--- config.mk ---
export PLATFORM = sky130hd
export DESIGN_NAME = irig_frame_enc
export DESIGN_NICKNAME = d
export VERILOG_FILES = /design/src/rtl/irig_pkg.sv /design/src/rtl/irig_bcd_split.sv /design/src/rtl/irig_slot_map.sv /design/src/rtl/irig_frame_enc.sv
export SDC_FILE = /design/constraint.sdc
export NUM_CORES = 1
export LEC_CHECK = 0
export BUFFER_PORTS_ARGS = -buffer_cell sky130_fd_sc_hd__buf_4
export CAP_MARGIN = 20
export CORE_UTILIZATION = 59
export CTS_CLUSTER_DIAMETER = 150
export DETAILED_ROUTE_END_ITERATION = 10
export PLACE_DENSITY = 0.82
export SETUP_SLACK_MARGIN = 0.5
export SYNTH_ARGS = -nofsm -noshare
export SYNTH_HDL_FRONTEND = slang
export SYNTH_SLANG_ARGS = --single-unit
--- constraint.sdc ---
create_clock -name clk -period 18.7 [get_ports clk]
set_input_delay 3.74 -clock clk [delete_from_list [all_inputs] [get_ports clk]]
set_output_delay 3.74 -clock clk [all_outputs]
set_load 0.01 [all_outputs]
--- src/rtl/irig_pkg.sv ---
package irig_pkg;
    localparam int FRAME_SLOTS = 100;
    localparam int SLOT_W      = $clog2(FRAME_SLOTS);
    localparam int GROUP_LEN   = 10;
    localparam int SEC_W       = 6;
    localparam int MIN_W       = 6;
    localparam int HOUR_W      = 5;
    localparam int DOY_W       = 9;
    localparam int DIGIT_W     = 4;
    localparam int NUM_DIGITS  = 9;   // 2 sec, 2 min, 2 hour, 3 day
    localparam int DSEL_W      = $clog2(NUM_DIGITS);

    typedef enum logic [1:0] {
        SYM_ZERO = 2'b00,
        SYM_ONE  = 2'b01,
        SYM_MARK = 2'b10
    } sym_t;

    typedef struct packed {
        logic              busy;
        logic [SLOT_W-1:0] slot;
        logic [SEC_W-1:0]  sec;
        logic [MIN_W-1:0]  min;
        logic [HOUR_W-1:0] hour;
        logic [DOY_W-1:0]  doy;
    } enc_state_t;
endpackage

--- src/rtl/irig_bcd_split.sv ---
module irig_bcd_split #(
    parameter int IN_W   = 9,
    parameter int DIGITS = 3
) (
    input  logic [IN_W-1:0]              bin_i,
    output logic [DIGITS-1:0][3:0]       dig_o
);
    function automatic int unsigned pow10(input int n);
        int unsigned r = 1;
        for (int i = 0; i < n; i++) r = r * 10;
        return r;
    endfunction

    for (genvar g = 0; g < DIGITS; g++) begin : g_digit
        localparam int unsigned SCALE = pow10(g);
        assign dig_o[g] = 4'((32'(bin_i) / SCALE) % 10);
    end
endmodule

--- src/rtl/irig_slot_map.sv ---
module irig_slot_map
    import irig_pkg::*;
(
    input  logic [SLOT_W-1:0]                   slot_i,
    input  logic [NUM_DIGITS-1:0][DIGIT_W-1:0]  dig_i,
    output sym_t                                code_o
);
    // digit order: 0 sec units, 1 sec tens, 2 min units, 3 min tens,
    // 4 hour units, 5 hour tens, 6 day units, 7 day tens, 8 day hundreds
    logic               is_mark;
    logic               is_data;
    logic [DSEL_W-1:0]  dsel;
    logic [SLOT_W-1:0]  base;
    logic [SLOT_W-1:0]  offs;

    always_comb begin
        is_mark = (slot_i == '0) || ((32'(slot_i) % GROUP_LEN) == GROUP_LEN - 1);
        is_data = 1'b1;
        dsel    = '0;
        base    = '0;
        case (slot_i) inside
            [7'd1:7'd4]:   begin dsel = DSEL_W'(0); base = 7'd1;  end
            [7'd6:7'd8]:   begin dsel = DSEL_W'(1); base = 7'd6;  end
            [7'd10:7'd13]: begin dsel = DSEL_W'(2); base = 7'd10; end
            [7'd15:7'd17]: begin dsel = DSEL_W'(3); base = 7'd15; end
            [7'd20:7'd23]: begin dsel = DSEL_W'(4); base = 7'd20; end
            [7'd25:7'd26]: begin dsel = DSEL_W'(5); base = 7'd25; end
            [7'd30:7'd33]: begin dsel = DSEL_W'(6); base = 7'd30; end
            [7'd35:7'd38]: begin dsel = DSEL_W'(7); base = 7'd35; end
            [7'd40:7'd41]: begin dsel = DSEL_W'(8); base = 7'd40; end
            default:       is_data = 1'b0;
        endcase
        offs = slot_i - base;
        if (is_mark)
            code_o = SYM_MARK;
        else if (is_data && dig_i[dsel][offs[1:0]])
            code_o = SYM_ONE;
        else
            code_o = SYM_ZERO;
    end
endmodule

--- src/rtl/irig_frame_enc.sv ---
module irig_frame_enc
    import irig_pkg::*;
(
    input  logic              clk,
    input  logic              rst_n,
    input  logic              start_i,
    input  logic [SEC_W-1:0]  sec_i,
    input  logic [MIN_W-1:0]  min_i,
    input  logic [HOUR_W-1:0] hour_i,
    input  logic [DOY_W-1:0]  doy_i,
    input  logic              ready_i,
    output logic              valid_o,
    output logic [1:0]        code_o,
    output logic              last_o,
    output logic              busy_o
);
    localparam logic [SLOT_W-1:0] LAST_SLOT = SLOT_W'(FRAME_SLOTS - 1);

    enc_state_t st_d, st_q;
    logic       take;
    sym_t       sym;
    logic [NUM_DIGITS-1:0][DIGIT_W-1:0] digits;

    irig_bcd_split #(.IN_W(SEC_W),  .DIGITS(2)) u_sec  (.bin_i(st_q.sec),  .dig_o(digits[1:0]));
    irig_bcd_split #(.IN_W(MIN_W),  .DIGITS(2)) u_min  (.bin_i(st_q.min),  .dig_o(digits[3:2]));
    irig_bcd_split #(.IN_W(HOUR_W), .DIGITS(2)) u_hour (.bin_i(st_q.hour), .dig_o(digits[5:4]));
    irig_bcd_split #(.IN_W(DOY_W),  .DIGITS(3)) u_doy  (.bin_i(st_q.doy),  .dig_o(digits[8:6]));

    irig_slot_map u_map (.slot_i(st_q.slot), .dig_i(digits), .code_o(sym));

    always_comb begin
        st_d = st_q;
        take = st_q.busy && ready_i;
        if (!st_q.busy) begin
            if (start_i) begin
                st_d.busy = 1'b1;
                st_d.slot = '0;
                st_d.sec  = sec_i;
                st_d.min  = min_i;
                st_d.hour = hour_i;
                st_d.doy  = doy_i;
            end
        end else if (take) begin
            if (st_q.slot == LAST_SLOT)
                st_d.busy = 1'b0;
            else
                st_d.slot = st_q.slot + 1'b1;
        end
    end

    always_ff @(posedge clk) begin
        if (!rst_n) st_q <= '0;
        else        st_q <= st_d;
    end

    assign busy_o  = st_q.busy;
    assign valid_o = st_q.busy;
    assign code_o  = sym;
    assign last_o  = st_q.busy && (st_q.slot == LAST_SLOT);

    AST_START_LOADS: assert property (@(posedge clk) disable iff (!rst_n)
        (!busy_o && start_i) |=> (valid_o && st_q.slot == '0));
    AST_CODE_LEGAL: assert property (@(posedge clk) disable iff (!rst_n)
        valid_o |-> (code_o != 2'b11));
    AST_MARKER_SLOTS: assert property (@(posedge clk) disable iff (!rst_n)
        (valid_o && (st_q.slot == '0 || (32'(st_q.slot) % GROUP_LEN) == GROUP_LEN - 1))
        |-> (code_o == 2'b10));
    AST_HOLD_STALL: assert property (@(posedge clk) disable iff (!rst_n)
        (valid_o && !ready_i) |=> (valid_o && $stable(code_o) && $stable(st_q.slot)));
    AST_STEP_SLOT: assert property (@(posedge clk) disable iff (!rst_n)
        (valid_o && ready_i && !last_o) |=> (valid_o && st_q.slot == $past(st_q.slot) + 1'b1));
    AST_FRAME_END: assert property (@(posedge clk) disable iff (!rst_n)
        (valid_o && ready_i && last_o) |=> (!busy_o && !valid_o));
    AST_FIELDS_FROZEN: assert property (@(posedge clk) disable iff (!rst_n)
        (busy_o && $past(busy_o)) |-> ($stable(st_q.sec) && $stable(st_q.min)
                                       && $stable(st_q.hour) && $stable(st_q.doy)));
    AST_BUSY_START_IGNORED: assert property (@(posedge clk) disable iff (!rst_n)
        (busy_o && start_i && !(ready_i && last_o)) |=> busy_o);
endmodule

# Word level (Yosys, flattened, before mapping)
# Cells that the tools add are included.
[totals]
output_inout_bits = 5
ram_bits = 0
wordCells = 102
inputBits = 30
latch_bits = 0
romBits = 0
ff_bits = 34
memories = 0
[op_classes]
n_div = 15
magnitude_cmp = 20
eq_ne = 4
bitwise = 1
multipliers = 0
n_mux = 37
n_addsub = 2
n_shift = 0
reduce_logical = 17
[op_table]
columns = ["operator", "count"]
rows = [
  ["$mod A32 B4 Y32 const B", 5],
  ["$div A6 B4 Y32 const B", 2],
  ["$mod A6 B4 Y32 const B", 2],
  ["$mux W4", 10],
  ["$mux W34", 1],
  ["$div A5 B4 Y32 const B", 1],
  ["$div A9 B4 Y32 const B", 1],
  ["$div A9 B7 Y32 const B", 1],
  ["$eq A32 B4 Y1 const B", 1],
  ["$mod A5 B4 Y32 const B", 1],
  ["$mod A7 B4 Y32 const B", 1],
  ["$mod A9 B4 Y32 const B", 1],
  ["$ge A7 B5 Y1 const B", 3],
  ["$le A7 B5 Y1 const B", 3],
  ["$le A7 B6 Y1 const B", 3],
  ["$mux W2", 9],
  ["$bmux W4 S4", 1],
  ["$mux W8", 2],
  ["$ge A7 B4 Y1 const B", 2],
  ["$ge A7 B6 Y1 const B", 2],
  ["$le A7 B4 Y1 const B", 2],
  ["$logic_and A1 B1 Y1", 12],
  ["$mux W1", 12],
  ["$add A7 B1 Y7 const B", 1],
  ["17 further kinds", 17],
]

# Longest topological paths before layout
[logic_depth]
depth_word = 18
ltp_mapped = 25
depth_no_buf = 22

# Modules after synthesis
# Synthesis repeated with hierarchy kept, for this count alone.
[hier_totals]
cells_unflattened = 665
hier_area_um2 = 4897.2
[by_module_without_submodules]
columns = ["module", "n_inst", "area_per_inst_um2", "cells_per_inst"]
rows = [
  ["irig_bcd_split at u_doy", 1, 1440.1, 214],
  ["irig_frame_enc", 1, 1366.3, 161],
  ["irig_slot_map", 1, 1166.1, 168],
  ["irig_bcd_split at u_min ...", 2, 315.3, 42],
  ["irig_bcd_split at u_hour", 1, 294.0, 38],
]

# Worst setup path before layout
# OpenSTA, ideal clock, no wires.
[synth_path]
path_kind = "register -> output"
start = "register st_q[6] in the netlist's numbering"
end = "output port code_o[0]"
arrival_time_ps = 4867
path_stages_with_launch = 21
path_slack_ps = 10093
n_path_buf = 3
path_cell_list = "dfxtp_1 -> buf_6 -> buf_4 -> nor2_1 -> inv_1 -> ha_1 -> nand2b_4 -> a221oi_4 -> nand3_1 -> mux2_4 -> o31ai_4 -> o32ai_1 -> or4_1 -> buf_2 -> or4b_4 -> o211ai_2 -> mux2i_1 -> and2b_1 -> a2111oi_0 -> o41a_1 -> o211ai_2"
[synth_via]
elab_chain_cells = 9
[synth_lines]
columns = ["element", "line_no", "rtl"]
rows = [
  ["start: declaration", "irig_frame_enc.sv:19", "enc_state_t st_d, st_q;"],
  ["start signal: assignment", "irig_frame_enc.sv:53", "else st_q <= st_d;"],
  ["$div A9 B4 Y32 / $div A9 B7 Y32 (equally long branches)", "irig_bcd_split.sv:16", "assign dig_o[g] = 4'((32'(bin_i) / SCALE) % 10);"],
  ["$mod A32 B4 Y32", "irig_bcd_split.sv:16", ""],
  ["$bmux W4 S4 *", "irig_slot_map.sv:36", "else if (is_data && dig_i[dsel][offs[1:0]])"],
  ["$mux W4 (not written as such) *", "irig_slot_map.sv:36", ""],
  ["$bmux W1 S2 *", "irig_slot_map.sv:36", ""],
  ["$mux W1 (not written as such) *", "irig_slot_map.sv:36", ""],
  ["$logic_and A1 B1 Y1 *", "irig_slot_map.sv:36", ""],
  ["$mux W1 *", "irig_slot_map.sv:36", ""],
  ["$mux W2 *", "irig_slot_map.sv:34", "if (is_mark)"],
  ["end: declaration", "irig_frame_enc.sv:13", "output logic [1:0] code_o,"],
]
# Mark *: on every way between the ends. The rest lies on a longest branch, timed or not. The select of a mux whose other input is x is not followed.

# Worst setup path after layout
# Same ends and word-level chain as after synthesis.

==> flow_metrics.py <==
metrics = {
    "outcome": {
        "status": "finished, final reports clean",
    },
    "finish": {
        "area_growth_pct": 6.151,
        "nets": 772,
        "fill_cells": 719,
        "antenna_cells": 0,
        "drive_above_1_share_pct": 10.85,
    },
    "yosys": {
        "yosysMostFrequentCell": "nand2_1",
        "synth-seq-cells": 34,
        "synth_flop_cell": "dfxtp_1",
        "synth_cell_types": 90,
        "ys_seq_area_share_pct": 13.60,
        "syn_avg_cell_area_sq_um": 6.892,
        "synth_top_area_share_pct": 13.60,
        "yosys_warnings": 0,
        "synth_edf_count": 0,
        "syn-instance-count": 726,
        "synth_area_leaders": "dfxtp_1, nand2_1, ha_1",
        "async_flop_share_pct": 0,
        "syn_area_sq_um": 5004,
        "synth_top_area_cell": "dfxtp_1",
        "synth_common_cells": "nand2_1, nor2_1, o21ai_0",
        "syn-num-nets": 780,
    },
    "sta": {
        "setup-tns-final_ns": 0,
        "rsz0062_at_grt": "no",
        "fin_crit_sh_pct": 54.23,
        "post-route-min-period_ns": 10.14,
        "hold_ws_ns": 0.4693,
        "worst_pin_slew_ns": 1.058,
        "hold_viol_final": 0,
        "finalClockSkew_ns": 0.007898,
        "maxSlewHeadroom_pct": 29.26,
        "drv_slew": 0,
        "fmax_ghz": 0.09861,
        "setup_viol": 0,
    },
    "drt": {
        "drtPass1Iterations": 5,
        "ant_nets": 0,
        "via_per_inst": 6.473,
        "routedWlPerCell_um": 16.05,
        "dr.first_iter.drc_count": 439,
        "wl_mm": 13.22,
        "drcViolationCount": 0,
        "wl_met1_mm": 5.916,
        "route.met3.wl_um": 806,
        "dr_wl_met2_mm": 6.228,
        "num_vias": 5334,
        "route.top_layer_used": "met4",
    },
    "floorplanning": {
        "initial_core_util_pct": 60.90,
        "die-area_sq_um": 8853,
        "core_sq_um": 8217,
        "row_count": 33,
        "die_w_um": 94.09,
        "io_pins": 35,
        "fp.dieH_um": 94.09,
    },
    "grt": {
        "grt_pass1_wl_mm": 21.67,
        "antenna_found_initial": 0,
        "track_usage_pct": 30.41,
        "grt_max_degree": 33,
        "grt.overflow.total": 0,
        "first_global_vias": 4686,
    },
    "cts": {
        "cts_hold_buf": 0,
        "cts_buffers": 5,
        "cts_buffer_depth": 2,
        "h-tree-depth": 2,
        "post-cts-setup-buffers": 0,
        "clkTransAtPathRegs_ns": 0.08,
        "clock-sinks": 34,
        "cts_resized": 0,
        "clk_latency_ns": 0.30,
        "cts_root_buffer": "clkbuf_8",
        "cts_tree": "yes",
    },
    "critical_path": {
        "endpoint_kind": "output port",
        "cpMaxStageDelayCell": "dfxtp_1",
        "crit_arrival_ns": 6.40,
        "worst-path-max-fanout": 26,
        "crit_chain": "nor2_1 -> inv_1 -> ha_1 -> nor2b_2 -> a311oi_2 -> o2111a_1 -> a211oi_2 -> nand3_1 -> and4_4 -> or4_1 -> or4b_4 -> o211ai_2 -> mux2i_1 -> and2b_1 -> a2111oi_0 -> o41a_1 -> o211ai_2 -> buf_4",
        "critPathMostFrequentCell": "o211ai_2",
        "max_stage_delay_ns": 0.89,
        "cp.required_ns": 14.96,
        "crit_type": "register to output port",
        "critPathLaunchType": "register",
    },
    "power_and_ir_drop": {
        "leakagePower_uw": 0.002039,
        "ir_drop_mv": 0.05022,
        "p_per_area_nw_per_um2": 57.40,
    },
    "worst_hold_path": {
        "hold_path_class": "register to register",
    },
    "place": {
        "dpl.hpwl_mm": 9.846,
        "numPortBuffers": 34,
        "globalplace.congestion": 0.8793,
    },
    "job": {
        "maxCapViolations": 0,
    },
}
[metal layers]
layer / track usage, % / vias up
met3: 4.531 / 24
li1: - / 2641
met1: 40.80 / 2488
met4: 10.51 / 0
met5: 0 / -
met2: 49.21 / 181
[where the power goes]
group	internal (uW)	switching, uW
combinational	56.8	79.2
clock	53.5	30.8
sequential	76.1	8.45
total	186	118
[layout by cell type, fill, tap and decap left out, drive strengths merged, types with 5 or more instances in the layout]
| master | Yosys | routed |
|---|---|---|
| nand2 | 120 | 120 |
| o21ai | 52 | 52 |
| nor2 | 48 | 48 |
| buf | 17 | 38 |
| a21oi | 35 | 35 |
| inv | 34 | 34 |
| dfxtp | 34 | 34 |
| a21boi | 30 | 30 |
| ha | 24 | 24 |
| nand3 | 22 | 22 |
| xnor2 | 21 | 21 |
| a31oi | 16 | 16 |
| nor3 | 15 | 15 |
| nand2b | 13 | 13 |
| a211oi | 13 | 13 |
| o211ai | 11 | 11 |
| mux2i | 9 | 9 |
| nor2b | 9 | 9 |
| a21o | 8 | 8 |
| nand3b | 8 | 8 |
| and2 | 8 | 8 |
| maj3 | 7 | 7 |
| nand4 | 7 | 7 |
| o31ai | 7 | 7 |
| or2 | 7 | 7 |
| o2111ai | 6 | 6 |
| xor2 | 6 | 6 |
| nor4 | 5 | 5 |
| o32ai | 5 | 5 |
| and3 | 5 | 5 |
| or4 | 5 | 5 |
| clkbuf | 36 | 5 |
| nor3b | 5 | 5 |
[final timing paths]
kind	slack [ns]	from	end	depth (start not counted)
max reg2reg	16.35	st_q[28]	st_q[32]	8
min	0.47	st_q[20]	st_q[20]	2
min reg2reg	0.47	st_q[20]	st_q[20]	2
max	8.56	st_q[6]	code_o[0]	18
[layout make-up]
| cell class | count | area (sq um) | area share [%] |
|---|---|---|---|
| multi-input cells | 604 | 3941 | 74.21 |
| clock buffers | 5 | 68.82 | 1.296 |
| clock inverters | 3 | 68.82 | 1.296 |
| repair buffers | 38 | 289.0 | 5.442 |
| well taps | 105 | 131.4 | 2.474 |
| flip-flops and latches | 34 | 680.7 | 12.82 |
| inverters | 35 | 131.4 | 2.474 |
[flip-flops by register name, summed over array words and instances, names as in the netlist]
register	count
busy_o	1
st_q	33
[worst max-delay path, delay by kind of cell, from the launching register on]
family                   cells  cell delay (ns)
AO/OA/AOI/OAI                7             1.52
adder cells (fa/ha/maj)      1             0.50
buffers and inverters        2             0.28
flip-flops                   1             0.89
multiplexers                 1             0.45
AND/OR/NAND/NOR              7             2.46
[logic make-up (layout without fill, tap and decap cells)]
kind of cell	Yosys count	after routing	synth area share, %
AND/OR/NAND/NOR	294	294	29.38
AO/OA/AOI/OAI	240	240	34.66
buffers and inverters	88	81	7.677
multiplexers	12	12	2.551
flip-flops	34	34	13.60
adder cells (fa/ha/maj)	31	31	7.402
XOR/XNOR	27	27	4.726
[metrics by stage]
step           util (%)  instances  total power (uW)  instance area [sq um]  setup WS, ns
6_report          64.64        824             304.9                   5311         8.559
5_1_grt           64.64        824             325.8                   5311         8.095
4_1_cts           64.50        823             303.5                   5300         8.658
3_5_place_dp      62.83        815             218.6                   5162         9.022
3_3_place_gp      62.83        815             213.9                   5162         9.141
2_1_floorplan         -        726             191.5                   5004         10.09
(Power assumes the default switching activity.)
